**src/rtl/simd_alu_pkg.sv**
```systemverilog
package simd_alu_pkg;

    localparam int NUM_SEG = 4;

    typedef enum logic [1:0] {
        LANE_X1  = 2'd0,
        LANE_X2  = 2'd1,
        LANE_X4  = 2'd2,
        LANE_X4B = 2'd3
    } lane_mode_e;

    typedef enum logic [1:0] {
        OP_ADD    = 2'd0,
        OP_SUB    = 2'd1,
        OP_LOGIC  = 2'd2,
        OP_LOGICB = 2'd3
    } alu_op_e;

    typedef enum logic [3:0] {
        LF_AND   = 4'd0,
        LF_OR    = 4'd1,
        LF_XOR   = 4'd2,
        LF_NAND  = 4'd3,
        LF_NOR   = 4'd4,
        LF_XNOR  = 4'd5,
        LF_ANDNB = 4'd6,
        LF_ORNB  = 4'd7,
        LF_NOTA  = 4'd8,
        LF_PASSA = 4'd9
    } logic_fn_e;

    // A segment starts a new lane when its carry-in must be cut.
    function automatic logic seg_starts_lane(input lane_mode_e m, input int k);
        logic four;
        four = (m == LANE_X4) || (m == LANE_X4B);
        return (k == 0) || (k == 2 && m != LANE_X1) || ((k % 2) == 1 && four);
    endfunction

    function automatic logic is_arith(input alu_op_e o);
        return (o == OP_ADD) || (o == OP_SUB);
    endfunction

endpackage

```
**src/rtl/simd_alu_addsub.sv**
```systemverilog
module simd_alu_addsub
    import simd_alu_pkg::*;
#(
    parameter int SEG_W = 12,
    localparam int DATA_W = SEG_W * NUM_SEG
) (
    input  lane_mode_e          mode,
    input  logic                sub,
    input  logic [DATA_W-1:0]   a,
    input  logic [DATA_W-1:0]   b,
    output logic [DATA_W-1:0]   sum,
    output logic [NUM_SEG-1:0]  seg_co
);

    logic [DATA_W-1:0] b_eff;
    assign b_eff = sub ? ~b : b;

    for (genvar k = 0; k < NUM_SEG; k++) begin : g_seg
        logic             cin;
        logic [SEG_W:0]   part;
        if (k == 0) begin : g_first
            assign cin = sub;
        end else begin : g_rest
            assign cin = seg_starts_lane(mode, k) ? sub : seg_co[k-1];
        end
        assign part = {1'b0, a[k*SEG_W +: SEG_W]}
                    + {1'b0, b_eff[k*SEG_W +: SEG_W]}
                    + {{SEG_W{1'b0}}, cin};
        assign sum[k*SEG_W +: SEG_W] = part[SEG_W-1:0];
        assign seg_co[k]             = part[SEG_W];
    end

endmodule

```
**src/rtl/simd_alu_logic.sv**
```systemverilog
module simd_alu_logic
    import simd_alu_pkg::*;
#(
    parameter int DATA_W = 48
) (
    input  logic [3:0]         fn,
    input  logic [DATA_W-1:0]  a,
    input  logic [DATA_W-1:0]  b,
    output logic [DATA_W-1:0]  y
);

    always_comb begin
        case (fn)
            LF_AND:   y = a & b;
            LF_OR:    y = a | b;
            LF_XOR:   y = a ^ b;
            LF_NAND:  y = ~(a & b);
            LF_NOR:   y = ~(a | b);
            LF_XNOR:  y = ~(a ^ b);
            LF_ANDNB: y = a & ~b;
            LF_ORNB:  y = a | ~b;
            LF_NOTA:  y = ~a;
            LF_PASSA: y = a;
            default:  y = '0;
        endcase
    end

endmodule

```
**src/rtl/simd_alu.sv**
```systemverilog
module simd_alu
    import simd_alu_pkg::*;
#(
    parameter int SEG_W = 12,
    localparam int DATA_W = SEG_W * NUM_SEG
) (
    input  logic               clk,
    input  logic               rst,
    input  logic               clr,
    input  logic [1:0]         mode,
    input  logic [1:0]         op,
    input  logic               acc_en,
    input  logic [3:0]         logic_sel,
    input  logic [DATA_W-1:0]  opnd_a,
    input  logic [DATA_W-1:0]  opnd_b,
    output logic [DATA_W-1:0]  result,
    output logic [NUM_SEG-1:0] carry_out
);

    lane_mode_e         mode_e;
    alu_op_e            op_e;
    logic [DATA_W-1:0]  a_sel;
    logic [DATA_W-1:0]  arith_sum;
    logic [DATA_W-1:0]  logic_y;
    logic [NUM_SEG-1:0] seg_co;
    logic [NUM_SEG-1:0] lane_co;

    assign mode_e = lane_mode_e'(mode);
    assign op_e   = alu_op_e'(op);
    assign a_sel  = (acc_en && is_arith(op_e)) ? result : opnd_a;

    simd_alu_addsub #(.SEG_W(SEG_W)) addsub_i (
        .mode   (mode_e),
        .sub    (op_e == OP_SUB),
        .a      (a_sel),
        .b      (opnd_b),
        .sum    (arith_sum),
        .seg_co (seg_co)
    );

    simd_alu_logic #(.DATA_W(DATA_W)) logic_i (
        .fn (logic_sel),
        .a  (opnd_a),
        .b  (opnd_b),
        .y  (logic_y)
    );

    always_comb begin
        case (mode_e)
            LANE_X1: lane_co = {3'b000, seg_co[3]};
            LANE_X2: lane_co = {2'b00, seg_co[3], seg_co[1]};
            default: lane_co = seg_co;
        endcase
    end

    always_ff @(posedge clk) begin
        if (rst || clr) begin
            result    <= '0;
            carry_out <= '0;
        end else if (is_arith(op_e)) begin
            result    <= arith_sum;
            carry_out <= lane_co;
        end else begin
            result    <= logic_y;
            carry_out <= '0;
        end
    end


    clr_zero_chk: assert property (@(posedge clk) disable iff (rst)
        clr |=> (result == '0 && carry_out == '0));


    one_lane_carry_chk: assert property (@(posedge clk) disable iff (rst)
        (mode == 2'd0) |=> (carry_out[3:1] == 3'b000));


    two_lane_carry_chk: assert property (@(posedge clk) disable iff (rst)
        (mode == 2'd1) |=> (carry_out[3:2] == 2'b00));


    logic_carry_chk: assert property (@(posedge clk) disable iff (rst)
        (op[1] == 1'b1) |=> (carry_out == '0));


    pass_a_chk: assert property (@(posedge clk) disable iff (rst)
        (op[1] && logic_sel == 4'd9 && !clr) |=> (result == $past(opnd_a)));


    acc_hold_chk: assert property (@(posedge clk) disable iff (rst)
        (acc_en && op == 2'd0 && opnd_b == '0 && !clr)
        |=> (result == $past(result) && carry_out == '0));

endmodule

```
**config.mk**
```make
export PLATFORM = sky130hd
export DESIGN_NAME = simd_alu
export DESIGN_NICKNAME = d
export VERILOG_FILES = /design/src/rtl/simd_alu_pkg.sv /design/src/rtl/simd_alu_addsub.sv /design/src/rtl/simd_alu_logic.sv /design/src/rtl/simd_alu.sv
export SDC_FILE = /design/constraint.sdc
export NUM_CORES = 1
export LEC_CHECK = 0
export CORE_MARGIN = 2
export CORE_UTILIZATION = 40
export DETAILED_ROUTE_END_ITERATION = 10
export GPL_ROUTABILITY_DRIVEN = 1
export PLACE_DENSITY_LB_ADDON = 0.08
export SYNTH_ARGS = -nofsm -noshare
export SYNTH_HDL_FRONTEND = slang
export SYNTH_HIERARCHICAL = 1
export SYNTH_SLANG_ARGS = --single-unit
export TNS_END_PERCENT = 10
```
**constraint.sdc**
```tcl
create_clock -name clk -period 14.3 [get_ports clk]
set_input_delay 2.86 -clock clk [delete_from_list [all_inputs] [get_ports clk]]
set_output_delay 2.86 -clock clk [all_outputs]
set_load 0.005 [all_outputs]
```
==> flow_results.org, run 1 <==
** Run status
- The run finished with clean final reports.

** Global routing
- Entering global routing, the biggest net connects 94 pins.
- Vias in the first global route :: 10495
- Initial antenna violation count :: 0
- The first global-routing pass estimated 62.68 mm of wire.
- Global routing consumed, over all layers together, 25.89% of the routing resources.
- After global routing the overflow that remains totals 0.

** CTS
- Insertion delay to the later sink of the worst-skew pair :: 0.32 ns
- Total CTS buffers :: 5
- Number of clock sinks :: 52
- TritonCTS built the clock tree.
- Total number of H-tree levels :: 2
- CTS root buffer :: sky130_fd_sc_hd__clkbuf_16
- The longest clock path from root to sink contains 2 buffers.
- Register clock-pin slew on the reported worst setup and hold paths :: 0.09 ns
- CTS hold repair buffers :: 0
- Postcts setup bufs :: 0
- Gates resized during post-CTS repair numbered 0.

** Logic synthesis
- Avg Synthesized Cell Area :: 8.346 um2
- Post-synth top area cell :: sky130_fd_sc_hd__ha_1
- Counting distinct cell types in the post-synthesis netlist gives 80.
- Yosys printed 6 warnings.
- Number of cells produced by synthesis :: 1444
- Synthesis produced a netlist with a net count of 1795.
- Top area cells in the synthesized netlist :: sky130_fd_sc_hd__ha_1, sky130_fd_sc_hd__dfxtp_1, sky130_fd_sc_hd__mux2i_1, sky130_fd_sc_hd__xor2_1, sky130_fd_sc_hd__mux2_2
- Counting flops with a built-in enable in the synthesized netlist gives 0.
- In the synthesized netlist the async set-or-reset flop fraction comes to 0%.
- Dominant synthesized flop cell :: sky130_fd_sc_hd__dfxtp_1
- Post-synthesis instance area :: 12050 um2
- Sequential element share of the synthesized area :: 8.638%
- The share of synthesized area in the top cell type comes to 24.50%.
- The synthesized design contains 52 register bits.

** Floorplan
- 160 I/O pins were placed.
- Die Area :: 31530 um2
- The initial utilization of the core area, before any placement, comes to 40.66%.
- Row generation in the floorplan step produced 63 rows.
- Y dimension of the die :: 177.6 um
- The die is 177.6 um wide.
- The floorplan step defined a core boundary enclosing 29640 um2.

** Power
- Dividing total power by cell area gives a power density of 60.70 nW/um2.
- The worst-case IR drop observed on VDD is 42.37 uV.
- Reported leakage power :: 6.382 nW

** Critical path
- Reg-to-reg startpoint :: result[0]$_SDFF_PP0_
- Among all stages on the critical path, the largest delay is contributed by sky130_fd_sc_hd__buf_4.
- On the worst path, the slowest cell contributes a delay of 0.58 ns.
- STA classifies the critical path endpoint as a register.
- Most common cell type on the critical path :: sky130_fd_sc_hd__fa_1
- Required time of the critical path :: 14.52 ns
- Setup CP Type :: input pin to register
- For the worst setup path, the data arrival time is 13.08 ns.
- STA classifies the critical path startpoint as an input pin.
- CP Max Fanout :: 29
- First element of the critical path :: acc_en

** Hold path
- In this run the most critical hold path is launched from result[0]$_SDFF_PP0_.
- Classification of the worst-slack hold path :: register to register

** Timing
- The worst path meets setup with 1.438 ns of slack.
- For the final routed database, the setup TNS stands at 0 ns.
- Max Slew Vio Count :: 0
- Setup violations remaining at the end of the flow were counted as 0.
- Number of endpoints with negative hold slack in the final report :: 0
- Relative slew margins :: 20.99%
- Setup repair after global routing left no endpoint under its margin.
- Post-Route Skew :: 0.01373 ns
- Static timing analysis puts the maximum clock frequency at 0.07775 GHz.
- Slew at the pin with the worst max-slew slack :: 1.181 ns
- Fin crit period :: 12.86 ns
- Post-route fraction of the period consumed by the critical path :: 89.94%

** Finish
- Fill count :: 3015
- Final Util :: 46.91%
- The post-route netlist has 8.279% of its cells at a drive strength greater than 1.
- Final instance count without filler cells :: 1924
- Post-route standard cell area excluding fillers :: 13900 um2
- Fin nets :: 1884
- 0 antenna diodes ended up in the layout.
- From synthesis to final layout, the design area changed by 15.36%.

** Detailed routing
- After detailed routing, the number of vias per cell comes to 5.757.
- Across all layers, the routed design uses 11077 vias.
- In the routed design, unresolved DRC markers number 0.
- First drt pass iteration count :: 5
- In this run, the number of DRC markers left after iteration 0 of detailed routing was 737.
- Total wire length after detailed routing :: 41.58 mm
- WL/cell :: 21.61 um
- The detail route stage leaves a number of antenna-violating nets equal to 0.

** Placement
- Count of port buffers added during placement :: 159
- Worst setup slack before clock tree synthesis :: 1.106 ns
- Counting tap cells, the placed design contains a total of 1916 instances.
- The congestion estimate from routability-driven global placement came to 0.8767.
- After legalization and detailed placement, the total HPWL measured 28.95 mm.
- Dpl cell area :: 13720 um2

** Flow run
- Number of max-capacitance violations reported :: 0
[synthesized netlist by cell type (5+ instances only)]
cell,number
sky130_fd_sc_hd__ha_1,236
sky130_fd_sc_hd__or2_2,10
sky130_fd_sc_hd__and3_1,11
sky130_fd_sc_hd__o211ai_1,10
sky130_fd_sc_hd__nand3_1,7
sky130_fd_sc_hd__a31o_2,5
sky130_fd_sc_hd__or3b_1,8
sky130_fd_sc_hd__a311oi_1,5
sky130_fd_sc_hd__nor2b_1,20
sky130_fd_sc_hd__o31ai_1,5
sky130_fd_sc_hd__a221oi_1,13
sky130_fd_sc_hd__a211oi_1,17
sky130_fd_sc_hd__nand2b_1,30
sky130_fd_sc_hd__dfxtp_1,52
sky130_fd_sc_hd__a222oi_1,7
sky130_fd_sc_hd__o21ai_0,47
sky130_fd_sc_hd__o2bb2ai_1,11
sky130_fd_sc_hd__mux2_1,7
sky130_fd_sc_hd__a21o_1,9
sky130_fd_sc_hd__or3_1,5
sky130_fd_sc_hd__inv_1,116
sky130_fd_sc_hd__nor2_1,108
sky130_fd_sc_hd__xnor2_1,37
sky130_fd_sc_hd__mux2_2,39
sky130_fd_sc_hd__nand3b_1,9
sky130_fd_sc_hd__clkbuf_1,16
sky130_fd_sc_hd__mux2i_1,104
sky130_fd_sc_hd__nor3_1,18
sky130_fd_sc_hd__a32oi_1,7
sky130_fd_sc_hd__buf_2,46
sky130_fd_sc_hd__a31oi_1,7
sky130_fd_sc_hd__a21oi_1,78
sky130_fd_sc_hd__o22ai_1,39
sky130_fd_sc_hd__o221ai_1,36
sky130_fd_sc_hd__a22oi_1,24
sky130_fd_sc_hd__nand2_1,38
sky130_fd_sc_hd__xor2_1,73
sky130_fd_sc_hd__buf_4,14
sky130_fd_sc_hd__mux2_4,22
sky130_fd_sc_hd__buf_1,8
sky130_fd_sc_hd__buf_6,9
sky130_fd_sc_hd__fa_1,7
[sequential cells by signal (all words and copies together) (netlist names)]
register   count
carry_out      4
result        48
[stage by stage]
step           hold WS [ns]  total power [mW]
2_1_floorplan        0.7437            0.5142
3_3_place_gp         0.7988            0.6741
3_5_place_dp         0.7940            0.6760
4_1_cts              0.8170            0.8457
5_1_grt              0.8640            0.9071
6_report             0.8074            0.8438
[worst max-delay path, delay by kind of cell]
family,cells,cell delay [ns]
mux,2,0.69
buf+inv,2,1.04
simple gates,5,1.20
compound gates,16,4.11
fa+ha+maj,7,3.15
[area by class of cell]
cell class	count	area [um2]	area share, %
flip-flops and latches	52	1041	7.488
clock inverters	1	30.03	0.2160
clock buffers	7	152.6	1.098
well taps	390	488.0	3.510
multi-input cells	1180	10050	72.28
repair buffers	176	1699	12.22
inverters	118	442.9	3.186
[kinds of logic (layout without fill, tap and decap cells)]
kind of cell / after synthesis / after routing / share of synthesized area, %
multiplexers: 176 / 176 / 16.42
adder cells (fa/ha/maj): 243 / 243 / 25.66
XOR/XNOR: 110 / 110 / 7.994
flip-flops: 52 / 52 / 8.638
buffers and inverters: 212 / 302 / 8.088
AND/OR/NAND/NOR: 287 / 287 / 12.18
AO/OA/AOI/OAI: 364 / 364 / 21.01
[final timing paths]
check                                                to  slack [ns]  cells after the start
worst max-delay path            carry_out[0]$_SDFF_PP0_        1.44                     32
worst min register to register     result[0]$_SDFF_PP0_        0.81                      4
worst min-delay path               result[0]$_SDFF_PP0_        0.81                      4
worst max register to register  carry_out[0]$_SDFF_PP0_        4.70                     31
[routing by layer]
layer  share of wire (%)  wire [um]  vias up  global-route usage (%)
li1                    -          -     5385                       -
met1                  48      19810     5328                   35.72
met2                  46      19270      317                   43.44
met3                 3.9       1635       47                   1.992
met4                 2.1        860        0                   6.557
met5                   0          0        -                       0
[cell usage in the layout, fill, tap and decap left out, types with 38 or more instances in the layout]
cell type / netlist / final
sky130_fd_sc_hd__inv_1: 116 / 116
sky130_fd_sc_hd__nand2_1: 38 / 38
sky130_fd_sc_hd__nor2_1: 108 / 108
sky130_fd_sc_hd__mux2i_1: 104 / 104
sky130_fd_sc_hd__mux2_2: 39 / 39
sky130_fd_sc_hd__xor2_1: 73 / 73
sky130_fd_sc_hd__clkdlybuf4s50_1: 0 / 154
sky130_fd_sc_hd__o21ai_0: 47 / 47
sky130_fd_sc_hd__o22ai_1: 39 / 39
sky130_fd_sc_hd__dfxtp_1: 52 / 52
sky130_fd_sc_hd__a21oi_1: 78 / 78
sky130_fd_sc_hd__ha_1: 236 / 236
[power breakdown]
group / internal, mW / total [mW] / switching (mW)
Sequential: 0.157 / 0.166 / 0.00823
Combinational: 0.234 / 0.513 / 0.279
Clock: 0.0929 / 0.165 / 0.0721
Total: 0.484 / 0.844 / 0.359
Power figures use the tool's default switching activity.
==> inputs of run 2 (changes only) <==
--- a/config.mk
+++ b/config.mk
@@ -5,6 +5,7 @@
 export SDC_FILE = /design/constraint.sdc
 export NUM_CORES = 1
 export LEC_CHECK = 0
+export ABC_CLOCK_PERIOD_IN_PS = 14300
 export CORE_MARGIN = 2
 export CORE_UTILIZATION = 40
 export DETAILED_ROUTE_END_ITERATION = 10
==> results of run 2 <==
Same layout as run 1: the final DEF is identical, and so are final timing and power.
